## config.mk

```make
export PLATFORM = sky130hd
export DESIGN_NAME = ldsg_bitstream_gen
export DESIGN_NICKNAME = d
export VERILOG_FILES = /design/src/rtl/ldsg_pkg.sv /design/src/rtl/ldsg_digit_rev.sv /design/src/rtl/ldsg_seq_ctrl.sv /design/src/rtl/ldsg_decoder.sv /design/src/rtl/ldsg_bitstream_gen.sv
export SDC_FILE = /design/constraint.sdc
export NUM_CORES = 1
export LEC_CHECK = 0
export ABC_AREA = 0
export BUFFER_PORTS_ARGS = -buffer_cell sky130_fd_sc_hd__buf_2
export CORE_UTILIZATION = 40
export CTS_CLUSTER_DIAMETER = 80
export CTS_CLUSTER_SIZE = 8
export DETAILED_ROUTE_END_ITERATION = 10
export PLACE_DENSITY = 0.65
export SYNTH_ARGS = -nofsm -noshare
export SYNTH_HDL_FRONTEND = slang
export SYNTH_SLANG_ARGS = --single-unit
```

## constraint.sdc

```tcl
create_clock -name clk_i -period 4.08 [get_ports clk_i]
set_clock_uncertainty 0.15 [all_clocks]
set_input_delay 0.612 -clock clk_i [delete_from_list [all_inputs] [get_ports clk_i]]
set_output_delay 0.612 -clock clk_i [all_outputs]
set_load 0.03 [all_outputs]
```

## src/rtl/ldsg_pkg.sv

```systemverilog
package ldsg_pkg;
  localparam int unsigned MAX_GRP = 4;

  // digit group width used by channel ch
  function automatic int unsigned grp_of(int unsigned ch);
    return (ch % MAX_GRP) + 1;
  endfunction
endpackage

```

## src/rtl/ldsg_digit_rev.sv

```systemverilog
module ldsg_digit_rev #(
  parameter int unsigned W = 12,
  parameter int unsigned K = 1
) (
  input  logic [W-1:0] in_i,
  output logic [W-1:0] out_o
);
  localparam int unsigned G = W / K;
  localparam int unsigned R = W % K;

  for (genvar j = 0; j < G; j++) begin : g_grp
    assign out_o[R + (G-1-j)*K +: K] = in_i[j*K +: K];
  end

  if (R > 0) begin : g_part
    // leftover top digit goes unreversed to the bottom
    assign out_o[R-1:0] = in_i[W-1 -: R];
  end
endmodule

```

## src/rtl/ldsg_seq_ctrl.sv

```systemverilog
module ldsg_seq_ctrl #(
  parameter int unsigned W = 12
) (
  input  logic         clk_i,
  input  logic         rst_ni,
  input  logic         start_i,
  output logic         run_o,
  output logic         last_o,
  output logic [W-1:0] cnt_o
);
  logic         run_q;
  logic [W-1:0] cnt_q;

  assign last_o = run_q && (cnt_q == {W{1'b1}});
  assign run_o  = run_q;
  assign cnt_o  = cnt_q;

  always_ff @(posedge clk_i or negedge rst_ni) begin
    if (!rst_ni) begin
      run_q <= 1'b0;
      cnt_q <= '0;
    end else if (start_i) begin
      run_q <= 1'b1;
      cnt_q <= '0;
    end else if (run_q) begin
      cnt_q <= cnt_q + 1'b1;
      if (last_o) run_q <= 1'b0;
    end
  end
endmodule

```

## src/rtl/ldsg_decoder.sv

```systemverilog
module ldsg_decoder #(
  parameter int unsigned W = 12
) (
  input  logic         clk_i,
  input  logic         rst_ni,
  input  logic         clear_i,
  input  logic         en_i,
  input  logic         last_i,
  input  logic         bit_i,
  output logic [W:0]   count_o,
  output logic         done_o
);
  logic [W:0] acc_q;
  logic       done_q;

  always_ff @(posedge clk_i or negedge rst_ni) begin
    if (!rst_ni) begin
      acc_q  <= '0;
      done_q <= 1'b0;
    end else if (clear_i) begin
      acc_q  <= '0;
      done_q <= 1'b0;
    end else begin
      done_q <= en_i && last_i;
      if (en_i && bit_i) acc_q <= acc_q + 1'b1;
    end
  end

  assign count_o = acc_q;
  assign done_o  = done_q;
endmodule

```

## src/rtl/ldsg_bitstream_gen.sv

```systemverilog
module ldsg_bitstream_gen #(
  parameter int unsigned CNT_W  = 12,
  parameter int unsigned NUM_CH = 4,
  localparam int unsigned SEL_W = (NUM_CH > 1) ? $clog2(NUM_CH) : 1
) (
  input  logic                           clk_i,
  input  logic                           rst_ni,
  input  logic                           start_i,
  input  logic [NUM_CH-1:0][CNT_W-1:0]   value_i,
  input  logic [SEL_W-1:0]               sel_i,
  output logic [NUM_CH-1:0]              stream_o,
  output logic [CNT_W:0]                 count_o,
  output logic                           done_o
);
  import ldsg_pkg::*;

  logic             run_q;
  logic             last;
  logic [CNT_W-1:0] cnt;
  logic [SEL_W-1:0] sel_q;
  logic             sel_bit;

  ldsg_seq_ctrl #(.W(CNT_W)) i_seq (
    .clk_i  (clk_i),
    .rst_ni (rst_ni),
    .start_i(start_i),
    .run_o  (run_q),
    .last_o (last),
    .cnt_o  (cnt)
  );

  for (genvar c = 0; c < NUM_CH; c++) begin : g_ch
    localparam int unsigned K = grp_of(c);
    logic [CNT_W-1:0] seq;

    ldsg_digit_rev #(.W(CNT_W), .K(K)) i_rev (
      .in_i (cnt),
      .out_o(seq)
    );

    assign stream_o[c] = run_q && (seq < value_i[c]);
  end

  always_ff @(posedge clk_i or negedge rst_ni) begin
    if (!rst_ni)      sel_q <= '0;
    else if (start_i) sel_q <= sel_i;
  end

  always_comb begin
    sel_bit = 1'b0;
    for (int c = 0; c < NUM_CH; c++)
      if (sel_q == SEL_W'(c)) sel_bit = stream_o[c];
  end

  ldsg_decoder #(.W(CNT_W)) i_dec (
    .clk_i  (clk_i),
    .rst_ni (rst_ni),
    .clear_i(start_i),
    .en_i   (run_q),
    .last_i (last),
    .bit_i  (sel_bit),
    .count_o(count_o),
    .done_o (done_o)
  );
endmodule

```

After elaboration in Yosys (flattened, before gate mapping)

Cells that the tools add are included.

$add $sub $neg: 2
Mux-type cells: 12
Eq/ne operators: 4
Multipliers: 0
Bitwise operators: 0
Div/mod/pow operators: 0
Order comparisons: 4
Shifts and indexed selects: 0
Reduce and logical (&&, ||, !) cells: 10

Operators by type and width:

| kind                  | number |
|---|---|
| $lt 12x12->1          | 4 |
| $mux 13               | 2 |
| $mux 12               | 2 |
| $add 13x1->13 const B | 1 |
| $add 12x1->12 const B | 1 |
| $eq 12x12->1 const B  | 1 |
| $mux 1                | 8 |
| $logic_and 1x1->1     | 7 |
| $eq 2x2->1 const B    | 2 |
| $reduce_bool 2->1     | 2 |
| $eq 2x1->1 const B    | 1 |
| $logic_not 2->1       | 1 |

Input port bits: 53
Bits in read-only memories: 0
Memories kept: 0
Register bits after elaboration: 29
Word-level logic and storage cells: 37
RAM bits: 0
Latch bits: 0
Output and inout port bits: 18

Depth between registers and ports, before layout

Word-level depth: 9
Gate-level depth with buffers: 11
Depth with buffers taken out: 9

By module

Synthesis repeated with hierarchy kept, for this count alone.

Cell total of the unflattened synthesis: 341
Area total of the unflattened synthesis: 2942.8 um^2

Modules (own cells, without submodules):

| module             | instances | sequential area each (um^2) | area an instance (um^2) | cells an instance |
|---|---|---|---|---|
| ldsg_bitstream_gen | 1         | 50.0                        | 1243.7                  | 161 |
| ldsg_seq_ctrl      | 1         | 325.3                       | 679.4                   | 67 |
| ldsg_decoder       | 1         | 350.3                       | 659.4                   | 65 |
| ldsg_digit_rev     | 4         | 0.0                         | 90.1                    | 12 |

Least setup slack after synthesis

No wires, ideal clock.

Path kind: input port to flip-flop
Start: input port value_i[38] (netlist name)
End: register i_dec.acc_q[12], in the netlist i_dec.count_o[12]
Setup slack: 1.019 ns
Stages: 9
Data arrival time: 2.833 ns
Buffers on the path: 0
Cell sequence: inv_1 ha_1 a211oi_1 o21ai_0 a2111oi_0 o21ai_0 mux4_2 or4_1 a21oi_1

Word-level cells in the longest chain between the ends: 5

RTL lines:

| element                     | line                     | text |
|---|---|---|
| start, declared             | ldsg_bitstream_gen.sv:9  | `input logic [NUM_CH-1:0][CNT_W-1:0] value_i,` |
| $lt 12x12->1                | ldsg_bitstream_gen.sv:41 | `assign stream_o[c] = run_q && (seq < value_i[c]);` |
| $logic_and 1x1->1           | ldsg_bitstream_gen.sv:41 |  |
| $mux 1                      | ldsg_bitstream_gen.sv:52 | `if (sel_q == SEL_W'(c)) sel_bit = stream_o[c];` |
| $logic_and 1x1->1           | ldsg_decoder.sv:25       | `if (en_i && bit_i) acc_q <= acc_q + 1'b1;` |
| $reduce_bool 2->1 (no line) | -                        |  |
| end signal, assigned        | ldsg_decoder.sv:25       |  |
| end, declared               | ldsg_decoder.sv:13       | `logic [W:0] acc_q;` |

No other way between the ends.
A chain may end at the register's enable or synchronous reset.

Final worst setup path

Start: register i_seq.cnt_q[5], in the netlist i_seq.cnt_o[5]
End: register i_dec.acc_q[12], in the netlist i_dec.count_o[12]

Word-level cells in the longest chain between the ends: 8
Elaborated cells on any way between the ends: 14
Classes of those cells: order compare: 4; mux: 4; reduce/logical: 6

RTL lines:

| element                         | line                     | text |
|---|---|---|
| start, declared                 | ldsg_seq_ctrl.sv:12      | `logic [W-1:0] cnt_q;` |
| start signal, assigned          | ldsg_seq_ctrl.sv:26      | `cnt_q <= cnt_q + 1'b1;` |
| $lt 12x12->1                    | ldsg_bitstream_gen.sv:41 |  |
| $logic_and 1x1->1               | ldsg_bitstream_gen.sv:41 |  |
| $mux 1 (3 in a row)             | ldsg_bitstream_gen.sv:52 |  |
| $mux 1 (*)                      | ldsg_bitstream_gen.sv:52 |  |
| $logic_and 1x1->1 (*)           | ldsg_decoder.sv:25       |  |
| $reduce_bool 2->1 (no line) (*) | -                        |  |

Mark *: on every way between the ends. The rest lies on a longest branch, timed or not.

==> results.toml <==
[outcome]
outcome = "finished, final reports clean"

[cts]
cts_made_buffers = 5
cts_sinks = 29
hold_buffers = 0
clk_pin_slew_ns = 0.06
cts_resized = 0
htree_levels = 2
cts_tree = "yes"
cts_root_buf = "clkbuf_8"
post-cts-setup-buffers = 0
clk_latency_ns = 0.28
clockBufferDepth = 2

[drt]
firstDrtPassIters = 4
wl_per_cell_um = 12.5
drt_iter0_drc = 91
wl_um = 5610
ant_nets = 0
drcViolationCount = 0
vias = 2279
via_per_inst = 5.09

[critical_path]
crit_required_ns = 4.13
cp-end-kind = "register"
reg2reg_setup_slack_ns = 0.75
worstPathMaxFanout = 24
crit_type = "register to register"
cpPeakStageDelay_ns = 0.69
cp_slowest_cell = "mux4_2"
critPathTopFamily = "compound AO/OA/AOI/OAI gates"
arrival_ns = 3.38
critical_path_buf_inv_count = 0
path_cells = "ha_1 -> a211oi_1 -> nor2_1 -> a2111oi_0 -> o21ai_0 -> mux4_2 -> or4_1 -> a21oi_1"
start_kind = "register"

[synthesis]
synth_top_cell_by_area = "dfrtp_1"
synthCells = 302
syn_nets = 401
synthFlopType = "dfrtp_1"
netlist_top_cells_count = "inv_1, ha_1, dfrtp_1"
async_reset_ff_share_pct = 100
synth.distinct_cells = 37
ys_seq_area_share_pct = 29.0
synth_most_common_cell = "inv_1"
synth_area_um2 = 2500
synth_edf_count = 0
yosys-top-cells-area = "dfrtp_1, ha_1, inv_1, o21ai_0, nor2_1"
synth_top_area_share_pct = 29.0
syn_area_per_cell_um2 = 8.29
yosysWarnings = 0
ys_ff_latch = 29

[floorplan]
die_h_um = 81.1
core_um2 = 5990
die-area_um2 = 6580
initial_core_util_pct = 41.8
io_pins = 71
rows = 28
fp.dieW_um = 81.1

[grt]
antenna_found_initial = 0
grt_pass1_vias = 2040
grt_use_total_pct = 18.5
overflow = 0
grt_max_degree = 30
grt_pass1_wl_um = 9190

[sta]
slew_violations = 0
maxSlewHeadroom_pct = 57.4
tightest_slew_ns = 0.639
fin_hold_ws_ns = 0.204
rsz0062_at_grt = "no"
period_share_pct = 81.7
fmax_ghz = 0.300
min_period_ns = 3.33
setup_viol = 0
tns_ns = 0
hold_viol_final = 0

[min_path]
hp-class = "primary input to async pin"

[place]
port-buffer-count = 70
dp.final_hpwl_um = 4450
finalWeightedCongestion = 0.808

[pwr]
ir_drop_mv = 0.129
power.density_nw_per_um2 = 234
leakagePower_uw = 0.00170

[final_layout]
syn2layout_area_growth_pct = 19.8
drive_above_1_share_pct = 23.1
antenna_cells = 0
final_nets = 472

[run]
cap_violations = 0
## per-stage QoR
stage	cells	power [µW]	utilization, %	setup slack [ns]	instance area [µm²]
after CTS	448	711	50.1	0.721	3000
after detailed placement	441	478	48.7	0.475	2920
final	448	702	50.1	0.746	3000
after global routing	448	749	50.1	0.465	3000
after floorplan	302	420	-	1.02	2500
after global placement	441	475	48.7	0.584	2920
## layout by cell type (no fill, tap or decap), types with 6 or more instances in the layout
cell / Yosys / layout
nand2_1: 22 / 22
nand4_1: 8 / 8
clkbuf_8: 0 / 6
a211oi_1: 8 / 8
nand3_1: 6 / 6
or3_1: 9 / 9
ha_1: 46 / 46
xor2_1: 8 / 8
o21ai_0: 23 / 23
nor2_1: 28 / 28
a21oi_1: 18 / 18
dfrtp_1: 29 / 29
buf_2: 3 / 70
inv_1: 54 / 54
## path summary, 6_finish.rpt
path,startpoint,end,cells past startpoint
worst max-delay path,i_seq.cnt_o[5],i_dec.count_o[12],8
worst min-delay path,rst_ni,i_dec.count_o[2],1
worst max register to register,i_seq.cnt_o[5],i_dec.count_o[12],8
worst min register to register,sel_q[0],sel_q[0],1
max in group asynchronous,rst_ni,i_seq.cnt_o[10],1
min in group clk_i,sel_q[0],sel_q[0],1
## logic make-up after synthesis
| kind of cell | Yosys count | share of synthesized area, % |
|---|---|---|
| muxes | 5 | 2.60 |
| buffers and inverters | 60 | 9.44 |
| and+or+nand+nor | 93 | 18.2 |
| AOI/OAI and AO/OA | 60 | 14.6 |
| xor gates and xnor gates | 9 | 3.15 |
| DFF | 29 | 29.0 |
| adders and majority gates | 46 | 23.0 |
## registers in the layout, indices dropped and copies added, names as in the netlist
name           count
i_seq.run_o        1
i_seq.cnt_o       12
sel_q              2
i_dec.count_o     13
i_dec.done_o       1
## power by group
| group | total, µW | switching [µW] | internal, µW |
|---|---|---|---|
| Sequential | 314 | 15.2 | 299 |
| Clock | 231 | 97.8 | 133 |
| Combinational | 157 | 91.9 | 65.5 |
| Total | 702 | 205 | 497 |
## per-layer routing
layer	share of wire (%)	track usage, %	vias up	routed length, µm
li1	-	-	1184	-
met1	49	24.2	1038	2730
met2	47	30.8	51	2610
met3	3.9	4.38	6	221
met4	0.78	3.93	0	44
met5	0	0	-	0
## layout make-up
| class | instances | area, µm² |
|---|---|---|
| Tap cell | 75 | 93.8 |
| Fill cell | 572 | 2990 |
| Clock buffer | 7 | 86.3 |
| Sequential cell | 29 | 726 |
| Inverter | 54 | 203 |
| Timing Repair Buffer | 70 | 350 |
| Multi-Input combinational cell | 213 | 1540 |
## worst register-to-register path: stages (launching register included)
cell       delay (ns)
dfrtp_1          0.55
ha_1             0.32
a211oi_1         0.23
nor2_1           0.07
a2111oi_0        0.37
o21ai_0          0.16
mux4_2           0.69
or4_1            0.56
a21oi_1          0.15
(Power assumes the default switching activity.)
